<file path="src/rtl/cwc_verdict.sv">
module cwc_verdict #(
  parameter int IW = 3
) (
  input  logic          clk,
  input  logic          rst_n,
  input  logic          clear_i,
  input  logic          sample_i,
  input  logic          observed_i,
  input  logic          expected_i,
  input  logic [IW-1:0] step_i,
  output logic          fail_o,
  output logic [IW-1:0] fail_idx_o
);
  logic          fail_q;
  logic [IW-1:0] idx_q;
  logic          mismatch;

  assign mismatch = sample_i && (observed_i != expected_i);

  always_ff @(posedge clk or negedge rst_n) begin
    if (!rst_n) begin
      fail_q <= 1'b0;
      idx_q  <= '0;
    end else if (clear_i) begin
      fail_q <= 1'b0;
      idx_q  <= '0;
    end else if (mismatch && !fail_q) begin
      fail_q <= 1'b1;
      idx_q  <= step_i;
    end
  end

  assign fail_o     = fail_q;
  assign fail_idx_o = idx_q;

  // once set, the flag stays until a clear
  a_r5_fail_sticky: assert property (@(posedge clk) disable iff (!rst_n)
    (fail_q && !clear_i) |=> fail_q);
  // the first index is frozen after capture
  a_r6_idx_held: assert property (@(posedge clk) disable iff (!rst_n)
    (fail_q && !clear_i) |=> $stable(idx_q));
  // without a failure the index reads zero
  a_r6_idx_zero: assert property (@(posedge clk) disable iff (!rst_n)
    !fail_q |-> idx_q == '0);
endmodule

</file>
<file path="config.mk">
export PLATFORM = sky130hd
export DESIGN_NAME = cwc_verdict
export DESIGN_NICKNAME = d
export VERILOG_FILES = /design/src/rtl/cwc_verdict.sv
export SDC_FILE = /design/constraint.sdc
export NUM_CORES = 1
export LEC_CHECK = 0
export BUFFER_PORTS_ARGS = -buffer_cell sky130_fd_sc_hd__buf_2
export CAP_MARGIN = 40
export CORE_AREA = 4 4 41 43
export DETAILED_ROUTE_END_ITERATION = 7
export DIE_AREA = 0 0 45 47
export HOLD_SLACK_MARGIN = 0.12
export PLACE_DENSITY = 0.34
export RECOVER_POWER = 50
export SETUP_SLACK_MARGIN = 0.02
export SLEW_MARGIN = 20
export SYNTH_ARGS = -nofsm -noshare
export SYNTH_HDL_FRONTEND = slang
export SYNTH_SLANG_ARGS = --single-unit
</file>
<file path="constraint.sdc">
create_clock -name clk -period 1.6 [get_ports clk]
set_input_delay 0.16 -clock clk [delete_from_list [all_inputs] [get_ports clk]]
set_output_delay 0.16 -clock clk [all_outputs]
set_load 0.1 [all_outputs]
</file>
### Yosys cells after proc, flatten, opt, wreduce, memory -nomap -nowiden

Index checks and enable logic that the tools add are counted.

* logic and storage cells: 11
* memories: 0
* latch bits: 0
* output and inout port bits: 4
* bits in registers: 4
* bits in writable memories: 0
* ROM bits: 0
* input bits: 9

* order comparisons: 0
* bitwise gates (word level): 0
* shift operators: 0
* reductions and logical operators: 4
* eq/ne operators: 1
* muxes and demuxes: 4
* divide/modulo/power cells: 0
* multipliers: 0
* $add $sub $neg: 0

Operator list (number)
* $mux W3: 2
* $logic_and A1 B1 Y1: 2
* $mux W1: 2
* $reduce_bool A2 Y1: 1
* $logic_not A1 Y1: 1
* $ne A1 B1 Y1: 1

### Logic depth before layout (Yosys ltp)

Gate-level depths: netlist (run 1).

* depth after elaboration: 5
* gate-level depth with buffers: 3
* mapped depth without buffers: 3

### Worst setup path after synthesis (run 1)

No wires, ideal clock.

* kind: register to register
* start point: reg fail_q, in the netlist fail_o
* end point: reg idx_q[0], in the netlist fail_idx_o[0]
* library setup time: 0.078 ns
* slack: -0.062 ns
* data arrival time: 1.584 ns
* required time: 1.522 ns
* stages on the path, launching flop included: 4
* path buffers: 0
* clock period less this slack: 1.662 ns
* cell sequence: dfrtp_1 > or2b_1 > or3b_1 > a21oi_1

* cells in the longest elaborated chain, start to end: 3

RTL lines
* start, declared: line 14 `logic fail_q;`
* start signal, assigned: line 22 `fail_q <= 1'b0;`
* start signal, assigned: line 25 `fail_q <= 1'b0;`
* start signal, assigned: line 28 `fail_q <= 1'b1;`
* $logic_not A1 Y1: line 27 `end else if (mismatch && !fail_q) begin`
* $logic_and A1 B1 Y1: line 27
* $reduce_bool A2 Y1 (no source line)
* end signal, assigned: line 29 `idx_q <= step_i;`
* end, declared: line 15 `logic [IW-1:0] idx_q;`

No other way between the ends.
A chain may end at the register's enable or synchronous reset.

### Final worst setup path (run 1)

* start point: reg fail_q, in the netlist fail_o
* end point: reg idx_q[1], in the netlist fail_idx_o[1]

The elaborated chain is that of the path after synthesis.

==> out/summary.txt, run 1 <==
XOR/XNOR Fraction of Synth Area - 9.21%
Sequential fraction of design power - 32.2%
Die ar. - 2120 sq um
CP max FO - 6
GPL Wtd Cong - 0.588
Crit path cell chain - or2b_1, or3b_1, a21oi_1
Most frequent cells in the layout - buf_2 (9), a21oi_1 (4)
Tmin final - 1.26 ns
Max Cap Viol - 0
Clk_lat worst skew - 0.24 ns
Post-synthesis simple-gate area fraction - 19.7%
Fillers - 154
Outcome - finished clean
Post CTS Setup Buffer Count - 0
Slowest CP cell - dfrtp_2
CTS tree - yes
Largest family of logic cells by synthesized area - simple AND/OR/NAND/NOR gates
Worst vdd ir - 0.312 mV
Area Growth Syn to Fin - 65.1%
Cells after synthesis - 18
Met2 wire length - 189 microns
Top Layer Used - met4
Final setup viols - 0
Die X - 45 microns
DRC violations left - 0
Drt wl/cell - 9.57 microns
Max Root-Sink Buffers - 2
CTS resizes - 0
Final hold violation count - 0
TNS Setup - 0 ns
Max-slew violations - 0
Total CTS buffers - 3
Routed vias/inst - 3.96
Worst Hold Class - in -> reg
Pwr/cell area - 1100 nW/um^2
Lkg Pwr - 0.150 nW
Cell variety after synth - 8
Router iterations before antenna repair - 2
CORE AREA - 1300 sq um
CTS sink cnt - 4
Sw Share - 34.7%
Layout cell share with drive strength beyond 1 - 38.9%
Most common cell after layout, fill and taps aside - buf_2
Vias in the first global route - 201
Initial Util - 14.6%
GRT overflow - 0
Initial antenna violation count - 0
Reg clk slew, reported paths - 0.04 ns
Metal3 WL - 74 microns
Critical path buffer and inverter count - 0
Synth Area in Compound Gates - 18.4%
WL final - 488 microns
Port Buf Inserts - 12
Yosys reg bits - 4
Worst Setup Path Type - reg -> reg
Relative slew margins - 64.2%
Final Cycle Share - 78.6%
Sequential cell area fraction in the yosys report - 52.6%
Critical path arrival - 1.42 ns
ANT nets after route - 0
Fmax - 0.795 GHz
Crit end category - register
Final hold slack - 0.166 ns
Top Ports - 13
Vias - 202
CTS root buf - clkbuf_4
Worst Skew - 0.00621 ns
CP required - 1.76 ns
Clock share of power - 41.8%
Critical path's largest stage delay - 0.40 ns
Syn_nets - 27
Internal power - 225 uW
Drt initial violations - 2
Mapped Avg Cell Area - 10.6 sq um
Switching Power - 120 uW
GR Util All Layers - 6.19%
Multiplexer share of the synthesized area - 0%
Largest net degree at the start of global routing - 7
Ant diodes - 0
Die Ht - 47 microns
Met1 Wirelength - 216 microns
Cell Area, Synth - 190 sq um
Comb power frac - 25.9%
CTS H-Tree Depth - 1
Nets - 46
Cell row count - 13
Worst Tran Pin Value - 0.539 ns
RSZ-0062 raised after global routing - false
CP Launch Type - register
Global-route wire length before repair - 821 microns
Cell family with most CP delay - simple AND/OR/NAND/NOR gates
YS warnings - 0
Post-Synth Adder-Cell Area - 0%
## timing repair
item	4_1_cts	5_1_grt
endpoints found under the setup margin	0	0
hold buffers	2	0
endpoints found under the hold margin	6	0
## cells by family after synthesis
kind of cell / count (synthesis)
XOR/XNOR: 2
AO/OA/AOI/OAI: 7
AND/OR/NAND/NOR: 5
flip-flops: 4
## routing by layer
layer / track usage, % / vias up
met4: 5.26 / 0
li1: - / 102
met5: 0 / -
met2: 7.63 / 12
met3: 4.60 / 2
met1: 6.90 / 86
## worst register-to-register path, cell delays in order, from the launching register on
cell and delay (ns):
dfrtp_2 0.40, or2b_1 0.28, or3b_1 0.36, a21oi_1 0.13
## flip-flops by register name (all words and copies together), names as in the netlist
name / count
fail_o: 1
fail_idx_o: 3
## per-stage QoR
stage	cell area [sq um]	total power, mW	std cells	utilization, %	worst slack [ns]
finish	314	0.345	51	24.1	0.342
global route	314	0.365	51	24.1	0.241
CTS	317	0.351	51	24.3	0.335
detailed placement	270	0.200	45	20.8	0.354
global placement	270	0.200	45	20.8	0.354
floorplan	191	0.176	18	-	0.146
## synth_stat cells
master / n / area [sq um]
nor2_1: 1 / 3.75
o21ai_0: 3 / 15.0
or2b_1: 1 / 7.51
dfrtp_1: 4 / 100
xnor2_1: 1 / 8.76
or3b_1: 3 / 26.3
a21oi_1: 4 / 20.0
xor2_1: 1 / 8.76
## cell type report
class,count,area [sq um],share of cell area (%)
clock buffers,4,26.3,8.37
multi-input cells,14,90.1,28.7
flip-flops and latches,4,101,32.3
well taps,15,18.8,5.98
repair buffers,14,77.6,24.7
## path summary, 6_finish.rpt
| kind | to | slack [ns] | cells past startpoint | start |
|---|---|---|---|---|
| max | fail_idx_o[1] | 0.34 | 3 | fail_o |
| min | fail_o | 0.17 | 3 | sample_i |
| max reg2reg | fail_idx_o[1] | 0.34 | 3 | fail_o |
| min reg2reg | fail_o | 0.51 | 2 | fail_o |
| max in group asynchronous | fail_o | 1.13 | 2 | rst_n |
| min in group asynchronous | fail_idx_o[2] | 0.27 | 2 | rst_n |
## power groups by stage
stage               sequential, mW  combinational (mW)  clock (mW)
floorplan                    0.159              0.0173           0
global placement             0.112              0.0872           0
detailed placement           0.113              0.0874           0
CTS                          0.112              0.0910       0.148
global route                 0.113              0.0963       0.156
finish                       0.111              0.0895       0.144
Power figures use the tool's default switching activity.
==> inputs of run 2 (changes only) <==
--- a/config.mk
+++ b/config.mk
@@ -11,7 +11,7 @@
 export DETAILED_ROUTE_END_ITERATION = 7
 export DIE_AREA = 0 0 45 47
 export HOLD_SLACK_MARGIN = 0.12
-export PLACE_DENSITY = 0.34
+export PLACE_DENSITY = 0.35
 export RECOVER_POWER = 50
 export SETUP_SLACK_MARGIN = 0.02
 export SLEW_MARGIN = 20
==> constraint.sdc (replaced) <==
create_clock -name clk -period 1 [get_ports clk]
set_input_delay 0.1 -clock clk [delete_from_list [all_inputs] [get_ports clk]]
set_output_delay 0.1 -clock clk [all_outputs]
set_load 0.1 [all_outputs]
==> run 2 against run 1 <==
  * Routed wire length increased by 18%
  * Largest cell class is now non-clock buffers
  * Die area is the same
  * The run now ends with negative setup slack left
  * Highest routed layer is now met3
  * Clock skew is 0.0057 ns higher
  * Critical path type unchanged
  * Sequential share of layout area shrank 6.8 points
  * Setup slack lost 0.66 ns
  * First-iteration DRC count grew 100%
  * Cell area grew 30%
  * Cell count rose by 5.9%
  * Clock-buffer cell count is the same
  * Hold slack lost 0.044 ns
==> out/summary.txt, run 2 (synthesis results as in run 1) <==
R2r setup slk - -0.32 ns (-0.66 ns)
Reg clk slew, reported paths - 0.04 ns (about the same)
Port Buf Inserts - 12 (unchanged)
GRT overflow - 0 (unchanged)
Relative slew margins - 74.9% (+11 points)
Design area - 408 sq um (+30%)
Total CTS buffers - 3 (unchanged)
Lkg Pwr - 0.181 nW (+21%)
CTS sink cnt - 4 (unchanged)
Die ar. - 2120 sq um (unchanged)
Most common cell after layout, fill and taps aside - buf_2
CTS tree - yes
Critical path arrival - 1.47 ns (+0.05 ns)
Hold Crit Depth - 3 (unchanged)
Ant diodes - 0 (unchanged)
Worst Setup Path Type - reg -> reg
Global-route wire length before repair - 972 microns (+18%)
Worst Tran Pin Value - 0.374 ns (-0.166 ns)
Drt wl/cell - 10.7 microns (+12%)
WL final - 578 microns (+18%)
CTS H-Tree Depth - 1 (unchanged)
Top Ports - 13 (unchanged)
Final hold violation count - 0 (unchanged)
Initial Util - 14.6% (unchanged)
Non-filler cells, final - 54 (+5.9%)
Max reg flops - 3 (unchanged)
CP required - 1.15 ns (-0.61 ns)
CP Launch Type - register
Final setup viols - 4 (+4)
Vias - 214 (+5.9%)
Clk_lat worst skew - 0.24 ns (about the same)
DP HPWL - 451 microns
CP max FO - 5 (-1)
Most frequent cells in the layout - buf_2 (7), buf_12 (4)
RSZ-0062 raised after global routing - true
GPL Wtd Cong - 0.686 (+17%)
Fmax - 0.759 GHz (-4.6%)
Vias in the first global route - 251 (+25%)
Finished Core Util - 31.3% (+7.2 points)
FF-to-FF path depth - 3 (unchanged)
CTS root buf - clkbuf_4
CORE AREA - 1300 sq um (unchanged)
Dpl cells - 47 (+4.4%)
Worst Skew - 0.0119 ns (+0.00572 ns)
Cell row count - 13 (unchanged)
Area Growth Syn to Fin - 114%
Setup WS post-layout - -0.318 ns (-0.660 ns)
Initial antenna violation count - 0 (unchanged)
DRC violations left - 0 (unchanged)
ANT nets after route - 0 (unchanged)
Fillers - 147 (-4.5%)
Router iterations before antenna repair - 2 (unchanged)
Crit end category - register
Nets - 49 (+6.5%)
Routed vias/inst - 3.96 (about the same)
Max Cap Viol - 0 (unchanged)
Die X - 45 microns (unchanged)
Outcome - finished with violations
GR Util All Layers - 6.74% (+0.55 points)
Max Root-Sink Buffers - 2 (unchanged)
Tmin final - 1.32 ns (+0.0600 ns)
Failing checks - negative setup slack
Max-slew violations - 0 (unchanged)
Worst Hold Class - in -> reg
Drt initial violations - 4 (+2)
Final Cycle Share - 132% (+53 points)
Worst vdd ir - 0.657 mV (+110%)
Largest net degree at the start of global routing - 7 (unchanged)
Final hold slack - 0.122 ns (-0.0438 ns)
Layout cell share with drive strength beyond 1 - 51.3% (+12 points)
Die Ht - 47 microns (unchanged)
Pwr/cell area - 1470 nW/um^2 (+34%)
DP Area - 348 sq um (+29%)
==> run 2: repair_timing <==
action / in CTS / in global routing
pin swaps: 0 / 0
gates resized for setup: 1 / 1
hold buffers: 2 / 0
setup buffers: 1 / 0
setup endpoints to repair: 4 / 4
endpoints found under the hold margin: 8 / 0
==> run 2: layer usage <==
layer / track usage (%) / vias up / wire (microns)
met5: 0 / - / 0
met4: 3.51 / 0 / 0
met3: 4.98 / 0 / 64
met2: 10.7 / 9 / 280
met1: 6.42 / 97 / 233
li1: - / 108 / -
==> run 2: worst paths after layout <==
kind,startpoint,end
worst max-delay path,fail_o,fail_idx_o[0]
worst min-delay path,sample_i,fail_o
worst max register to register,fail_o,fail_idx_o[0]
worst min register to register,fail_idx_o[2],fail_idx_o[2]
max in group asynchronous,rst_n,fail_o
min in group asynchronous,rst_n,fail_idx_o[2]
==> run 2: layout make-up <==
| cell class | count | area, sq um | area share (%) |
|---|---|---|---|
| Timing Repair Buffer | 17 | 161 | 39.6 |
| Sequential cell | 4 | 104 | 25.5 |
| Multi-Input combinational cell | 14 | 97.6 | 23.9 |
| Clock buffer | 4 | 26.3 | 6.44 |
| Tap cell | 15 | 18.8 | 4.60 |
==> run 2: critical path, cell delays in order, from the launching register on <==
cell	delay (ns)
dfrtp_4	0.46
or2b_4	0.28
or3b_1	0.36
a21oi_1	0.13
==> run 2: power by group <==
part / switching [mW] / leakage [nW] / internal, mW
combinational: 0.115 / 0.114 / 0.0829
clock: 0.0677 / 0.0150 / 0.150
sequential: 0.00858 / 0.0524 / 0.175
total: 0.191 / 0.181 / 0.407
==> run 2: stage by stage <==
stage	setup slack, ns	TNS [ns]	total power, mW
global route	-0.361	-1.19	0.657
finish	-0.318	-1.03	0.599
global placement	-0.297	-0.880	0.367
detailed placement	-0.332	-0.965	0.369
floorplan	-0.441	-1.32	0.283
CTS	-0.347	-1.12	0.609
